### src/rtl/acc_rnd_pkg.sv
package acc_rnd_pkg;
    localparam int ACC_W  = 40;   // accumulator width
    localparam int LOW_W  = 16;   // bits below the rounding boundary
    localparam int SPAN_W = 9;    // top bits that must agree for no overflow

    localparam logic [ACC_W-1:0] HALF_LSB = ACC_W'(1) << (LOW_W - 1);
    localparam logic [LOW_W-1:0] TIE_PAT  = LOW_W'(1) << (LOW_W - 1);

    typedef logic [ACC_W-1:0] acc_t;

    typedef enum logic {
        RND_EVEN = 1'b0,
        RND_UP   = 1'b1
    } rnd_mode_e;

    typedef struct packed {
        acc_t value;
        logic ovf;
    } rnd_out_t;

    function automatic logic span_breach(input acc_t v);
        logic [SPAN_W-1:0] top;
        top = v[ACC_W-1 -: SPAN_W];
        return !((&top) || (~|top));
    endfunction
endpackage

### src/rtl/acc_rnd_inc.sv
module acc_rnd_inc
    import acc_rnd_pkg::*;
(
    input  acc_t a,
    input  logic en,
    output acc_t sum,
    output logic tie
);
    always_comb begin
        sum = en ? (a + HALF_LSB) : a;
        tie = en && (a[LOW_W-1:0] == TIE_PAT);
    end
endmodule

### src/rtl/acc_rnd_tie.sv
module acc_rnd_tie
    import acc_rnd_pkg::*;
(
    input  acc_t      sum,
    input  logic      tie,
    input  rnd_mode_e mode,
    output acc_t      fixed
);
    always_comb begin
        fixed = sum;
        if (tie && (mode == RND_EVEN))
            fixed[LOW_W] = 1'b0;
    end
endmodule

### src/rtl/acc_rnd_ovf.sv
module acc_rnd_ovf
    import acc_rnd_pkg::*;
(
    input  acc_t v,
    output logic ovf
);
    always_comb ovf = span_breach(v);
endmodule

### src/rtl/acc_rnd_stage.sv
module acc_rnd_stage
    import acc_rnd_pkg::*;
(
    input  logic             clk,
    input  logic             rst,
    input  logic [ACC_W-1:0] acc_in,
    input  logic             rnd_mode,
    input  logic             rnd_en,
    output logic [ACC_W-1:0] acc_out,
    output logic             acc_ovf
);
    acc_t     inc_sum;
    logic     inc_tie;
    acc_t     fixed_val;
    logic     next_ovf;
    rnd_out_t res_q;

    acc_rnd_inc u_inc (
        .a   (acc_in),
        .en  (rnd_en),
        .sum (inc_sum),
        .tie (inc_tie)
    );

    acc_rnd_tie u_tie (
        .sum   (inc_sum),
        .tie   (inc_tie),
        .mode  (rnd_mode_e'(rnd_mode)),
        .fixed (fixed_val)
    );

    acc_rnd_ovf u_ovf (
        .v   (fixed_val),
        .ovf (next_ovf)
    );

    always_ff @(posedge clk) begin
        if (rst) begin
            res_q <= '0;
        end else begin
            res_q.value <= fixed_val;
            res_q.ovf   <= next_ovf;
        end
    end

    assign acc_out = res_q.value;
    assign acc_ovf = res_q.ovf;


    reset_clear_chk: assert property (@(posedge clk)
        rst |=> (acc_out == '0 && !acc_ovf));


    passthru_chk: assert property (@(posedge clk) disable iff (rst)
        !rnd_en |=> acc_out == $past(acc_in));


    tie_even_chk: assert property (@(posedge clk) disable iff (rst)
        (rnd_en && !rnd_mode && acc_in[LOW_W-1:0] == TIE_PAT)
        |=> (!acc_out[LOW_W] && acc_out[LOW_W-1:0] == '0));


    low_keep_chk: assert property (@(posedge clk) disable iff (rst)
        rnd_en |=> acc_out[LOW_W-1:0] == ($past(acc_in[LOW_W-1:0]) ^ TIE_PAT));


    ovf_flag_chk: assert property (@(posedge clk) disable iff (rst)
        acc_ovf == !((&acc_out[ACC_W-1 -: SPAN_W]) || (~|acc_out[ACC_W-1 -: SPAN_W])));
endmodule

### config.mk
export PLATFORM = sky130hd
export DESIGN_NAME = acc_rnd_stage
export DESIGN_NICKNAME = d
export VERILOG_FILES = /design/src/rtl/acc_rnd_pkg.sv /design/src/rtl/acc_rnd_inc.sv /design/src/rtl/acc_rnd_tie.sv /design/src/rtl/acc_rnd_ovf.sv /design/src/rtl/acc_rnd_stage.sv
export SDC_FILE = /design/constraint.sdc
export NUM_CORES = 1
export LEC_CHECK = 0
export BUFFER_PORTS_ARGS = -buffer_cell sky130_fd_sc_hd__buf_2
export CORE_AREA = 2 2 77 79
export CTS_CLUSTER_DIAMETER = 80
export CTS_CLUSTER_SIZE = 12
export DETAILED_ROUTE_END_ITERATION = 7
export DIE_AREA = 0 0 79 81
export REMOVE_ABC_BUFFERS = 1
export SLEW_MARGIN = 20
export SYNTH_ARGS = -nofsm -noshare
export SYNTH_HDL_FRONTEND = slang
export SYNTH_SLANG_ARGS = --single-unit
### constraint.sdc
create_clock -name clk -period 2.3 [get_ports clk]
set_clock_uncertainty 0.1 [all_clocks]
set_input_delay 0.115 -clock clk [delete_from_list [all_inputs] [get_ports clk]]
set_output_delay 0.115 -clock clk [all_outputs]
set_load 0.02 [all_outputs]
# Word level (Yosys, flattened, before mapping)
# Index checks and enable logic that the tools add are counted.
# op_classes
bitwise_logic,1
reduce_logical,8
n_mux,1
n_eq_ne,1
n_addsub,1
# op_table
cell,n
40-bit by 16-bit adder with 40-bit output (second input constant),1
40-bit two-way mux,1
16-bit == test (second input constant),1
9-bit AND reduction,1
9-bit OR reduction,1
1-bit logical AND,2
1-bit logical NOT,2
2-bit OR reduction,1
1-bit logical OR,1
1-bit inverter,1
# word_totals
wordCells,15
out_inout_bits,41
input_bits,44
reg_bits,41

# Depth between registers and ports, before layout
# depth
depth_word,6
depth_mapped,8
mapped_depth_nobuf,7

# Modules after synthesis
# Synthesis repeated with hierarchy kept, for this count alone.
# unflattened
cells_unflattened,221
hier_area_um2,2093.3
# by_module_without_submodules
mod,instances,area_per_inst_um2,cells_each,seq_area_each_um2
acc_rnd_stage,1,1097.3,86,820.8
acc_rnd_inc,1,644.4,86,0.0
acc_rnd_tie,1,304.0,41,0.0
acc_rnd_ovf,1,47.5,8,0.0

# Worst setup path before layout
# Ideal clock, no wire load.
# synth_timing
path_kind,in2reg
start,input port rnd_en
end,register res_q (netlist bit acc_ovf)
setup_slack_ns,0.626
t_required_ns,2.066
setup_ns,0.134
cell_stages,8
t_arrival_ns,1.440
n_path_buf,2
path_cell_list,buf_4 -> nand4_4 -> buf_6 -> nor3_4 -> nand4_1 -> xor2_1 -> nor4b_2 -> a211oi_1
# synth_via
elab_chain_cells,5
elab_cells_between_ends,6
cone_classes,1 x mux; 5 x reduce/logical
# synth_lines
item,line_no,rtl
start: declaration,acc_rnd_stage.sv:8,"input logic rnd_en,"
40-bit two-way mux (*),acc_rnd_inc.sv:10,sum = en ? (a + HALF_LSB) : a;
9-bit OR reduction,acc_rnd_pkg.sv:24,return !((&top) || (~|top));
1-bit logical NOT,acc_rnd_pkg.sv:24,
1-bit logical OR (*),acc_rnd_pkg.sv:24,
1-bit logical NOT (*),acc_rnd_pkg.sv:24,
end: declaration,acc_rnd_stage.sv:16,rnd_out_t res_q;
# Mark *: on every way between the ends. The rest lies on a longest branch, timed or not.
# A chain may end at the register's enable or synchronous reset.

# Worst setup path in the final report
# layout_timing
start,input port acc_in[28]
end,register res_q (netlist bit acc_ovf)
# layout_via
elab_chain_cells,6
elab_cells_between_ends,7
cone_classes,1 x add/sub; 1 x mux; 5 x reduce/logical
# layout_lines
item,line_no,rtl
start: declaration,acc_rnd_stage.sv:6,"input logic [ACC_W-1:0] acc_in,"
40-bit by 16-bit adder with 40-bit output (*),acc_rnd_inc.sv:10,
40-bit two-way mux (*),acc_rnd_inc.sv:10,
9-bit OR reduction,acc_rnd_pkg.sv:24,
1-bit logical NOT,acc_rnd_pkg.sv:24,
1-bit logical OR (*),acc_rnd_pkg.sv:24,
1-bit logical NOT (*),acc_rnd_pkg.sv:24,
# Marked as above.

==> insert_results.sql <==
INSERT INTO impl_metrics (metric_group, metric, value, unit) VALUES
('run_status', 'outcome', 'finished clean', ''),
('die', 'io-pin-count', '85', ''),
('cts', 'post_cts_buffers', '0', ''),
('power_and_ir_drop', 'cell_internal_pwr', '1070', 'uW'),
('synth', 'synth_warn', '0', ''),
('routing', 'routed_via_density', '4.71', ''),
('cts', 'clk_pin_slew_worst_paths', '80', 'ps'),
('worst_setup_path', 'timing.critical_path.required', '2350', 'ps'),
('worst_setup_path', 'critPathBufInv', '2', ''),
('timing', 'final_hold_viol_count', '0', ''),
('placed_design', 'placed_cell_area', '2360', 'sq um'),
('timing', 'layout_worst_path_cycle_share', '0.904', ''),
('synth', 'synth_seq_cells', '41', ''),
('cts', 'postCtsHoldBufs', '16', ''),
('power_and_ir_drop', 'leakagePower', '0.00116', 'uW'),
('finish', 'area.growth.synth_to_final', '38.5', '%'),
('timing', 'timing.final.crit_period', '2080', 'ps'),
('timing', 'final-max-slew-violation-count', '0', ''),
('placed_design', 'dp_hpwl', '3.48', 'mm'),
('min_path', 'hold_path_class', 'primary input to flop', ''),
('placed_design', 'placement.io_buffers', '84', ''),
('min_path', 'hold_end', 'acc_out[26]$_SDFF_PP0_', ''),
('cts', 'cts.sink_count', '41', ''),
('timing', 'setup-tns-final', '0', 'ps'),
('power_and_ir_drop', 'power_density', '573', 'nW/um^2'),
('worst_setup_path', 'crit_path_end_kind', 'flop', ''),
('routing', 'drt-initial-drc-count', '46', ''),
('power_and_ir_drop', 'p_clk_frac', '0.308', ''),
('worst_setup_path', 'slowest_stage', 'dlygate4sd3_1', ''),
('min_path', 'holdCritStartpoint', 'acc_in[26]', ''),
('die', 'fp.dieH', '81', 'microns'),
('global_routing', 'first_pass_grt_wire_length', '7.82', 'mm'),
('finish', 'post-route-cell-area', '2600', 'sq um'),
('die', 'floorplan.core_area', '5680', 'sq um'),
('power_and_ir_drop', 'power.combinational.fraction', '0.184', ''),
('global_routing', 'grt_max_degree', '42', ''),
('cts', 'post_cts.resized_instances', '0', ''),
('placed_design', 'gpl.final_weighted_congestion', '0.817', ''),
('routing', 'drc', '0', ''),
('timing', 'finalSetupViolCount', '0', ''),
('die', 'placementRows', '28', ''),
('timing', 'layout_setup_ws', '222', 'ps'),
('routing', 'drt-wirelength-per-cell', '12.7', 'microns'),
('worst_setup_path', 'critical_path.top_delay_family', 'simple AND/OR/NAND/NOR gates', ''),
('synth', 'synth_sequential_area_ratio', '0.436', ''),
('worst_setup_path', 'path_cells', 'dlygate4sd3_1 -> buf_2 -> nand4_1 -> nor3_1 -> and3_1 -> xnor2_1 -> nor4b_2 -> a211oi_1', ''),
('power_and_ir_drop', 'switching_power', '421', 'uW'),
('synth', 'synthDistinctLibCells', '44', ''),
('die', 'die-area', '6400', 'sq um'),
('cts', 'h-tree-depth', '2', ''),
('worst_setup_path', 'worst_ep_arrival_time', '2130', 'ps'),
('timing', 'maxClockFrequency', '481', 'MHz'),
('global_routing', 'all_layer_gr_usage', '0.157', ''),
('finish', 'post_route_cells_drive_above_1_share', '0.347', ''),
('worst_setup_path', 'crit_path_max_incr_delay', '510', 'ps'),
('cts', 'tritoncts_clock_tree', 'done', ''),
('synth', 'synth.avg_cell_area', '9.22', 'sq um'),
('die', 'effective_utilization_at_floorplan', '0.331', ''),
('synth', 'synth_cells', '204', ''),
('power_and_ir_drop', 'switching_share_of_power', '0.282', ''),
('placed_design', 'dp_slack', '239', 'ps'),
('cts', 'cts_max_path_buffers', '2', ''),
('global_routing', 'antenna_violations_before_repair', '0', ''),
('timing', 'rsz_0062_raised_after_global_routing', 'false', ''),
('routing', 'post_route_antenna_net_violation_count', '0', ''),
('worst_setup_path', 'timing.critical_path.from_type', 'primary input', ''),
('power_and_ir_drop', 'power.sequential.fraction', '0.508', ''),
('finish', 'fin_nets', '347', ''),
('run', 'max_cap_violations', '0', ''),
('cts', 'cts-buffers-inserted', '5', ''),
('timing', 'max-slew-margin-rel', '0.517', ''),
('synth', 'mappedNetlistArea', '1880', 'sq um'),
('finish', 'ant_diodes', '0', ''),
('routing', 'drtPass1Iterations', '4', ''),
('min_path', 'hold_path_depth', '3', ''),
('routing', 'via_count', '1781', ''),
('routing', 'wirelength', '4.80', 'mm'),
('global_routing', 'gr-total-overflow', '0', ''),
('power_and_ir_drop', 'ir_drop', '268', 'uV'),
('die', 'fp.dieW', '79', 'microns'),
('timing', 'worst_pin_slew', '725', 'ps'),
('worst_setup_path', 'critPathMaxFanout', '5', ''),
('worst_setup_path', 'critical_path_class', 'primary input to flop', ''),
('cts', 'clockRootBuffer', 'clkbuf_8', ''),
('global_routing', 'grt_pass1_vias', '1708', '');
[worst max path at each step]
stage,from,end,slack (ps),depth (start not counted)
2_1_floorplan,acc_in[24],acc_ovf$_SDFF_PP0_,470,6
3_3_place_gp,acc_in[15],acc_ovf$_SDFF_PP0_,300,8
3_5_place_dp,acc_in[15],acc_ovf$_SDFF_PP0_,240,8
4_1_cts,acc_in[28],acc_ovf$_SDFF_PP0_,230,8
5_1_grt,acc_in[28],acc_ovf$_SDFF_PP0_,80,8
6_report,acc_in[28],acc_ovf$_SDFF_PP0_,220,8
[per-stage QoR]
step	total power, uW	hold slack [ps]	util	std cells
final	1490	7.24	0.459	378
after global routing	1570	23.4	0.459	378
after CTS	1510	1.41	0.459	378
after detailed placement	1030	250	0.415	354
after global placement	1030	243	0.415	354
after floorplan	899	84.1	-	192
[state kept, by name (all words and copies together), names as in the netlist]
signal   flops
acc_ovf      1
acc_out     40
[power groups by stage]
stage	clock network, uW	registers (uW)	logic [uW]
2_1_floorplan	0	828	71.5
6_report	460	758	275
4_1_cts	480	758	276
3_5_place_dp	0	775	254
3_3_place_gp	0	774	252
5_1_grt	505	762	303
[synth_stat cells]
cell type  count  share of area
nor2_1        29          0.058
buf_4          1         0.0040
nor3_2         1         0.0053
a21o_1         1         0.0040
nand4b_1       2         0.0093
nor2b_1       15          0.050
nand3_1       12          0.032
clkbuf_1       7          0.014
xnor2_1        6          0.028
and4_1         1         0.0047
o21ai_0        1         0.0027
inv_1          2         0.0040
nor4b_2        1         0.0080
nand4_1        8          0.027
o2111a_1       1         0.0060
or4b_1         1         0.0053
nand3b_1       1         0.0040
a311oi_1       2         0.0093
a31oi_1        2         0.0067
nor3b_1        1         0.0040
nor4_4         2          0.023
or2_1          1         0.0033
o41ai_1        1         0.0047
a211oi_1       4          0.016
nand4_4        1          0.011
nand3_4        1         0.0093
nand2_1       11          0.022
nand2b_1       1         0.0033
and2_1         2         0.0067
dfxtp_1       41           0.44
buf_2          3         0.0080
o31a_2         1         0.0053
buf_6          1         0.0060
nor4_1         5          0.017
or3_2          1         0.0040
nand2_2        1         0.0033
nor3_4         1         0.0087
and3_1         5          0.017
xor2_1        17          0.079
nor3_1         2         0.0053
a21oi_1        4          0.011
o211a_1        1         0.0053
ha_1           1         0.0067
o22ai_1        1         0.0033
[placed cells by master (no fill, tap or decap), drive strengths merged, types with 2 or more instances in the layout]
cell and n:
nor3 4, xor2 17, dlygate4sd3 16, nand3 13, a31oi 2, clkbuf 5
nor2 29, clkinv 2, and3 5, a21oi 4, buf 87, a311oi 2
inv 2, nand4b 2, nand2 12, and2 2, dfxtp 41, nor4 7
xnor2 6, nand4 9, a211oi 4, nor2b 15
[kinds of logic after synthesis]
kind of cell / Yosys count / share of synthesized area
compound gates: 19 / 0.0739
flops: 41 / 0.436
xor+xnor: 23 / 0.107
simple gates: 106 / 0.340
fa+ha+maj: 1 / 0.00665
buf+inv: 14 / 0.0359
[tightest hold or removal path, stage by stage]
cell    delay (ps)
buf_2          110
xor2_1          70
nor2_1          70
[final cells by class]
type                       count  area (sq um)
sequential                    41           821
inverter                       2          7.51
clock inverter                 3          17.5
fill                         598          3070
clock buffer                   5          68.8
multi-input combinational    149           992
tap                           75          93.8
timing repair buffer         103           603
[per-layer routing]
layer  part of all wire  global-route usage
met1               0.44               0.193
met5                  0                   0
met2               0.45               0.262
met4              0.015              0.0586
met3              0.087              0.0456
Note: power is estimated with default switching activity, not from simulation.
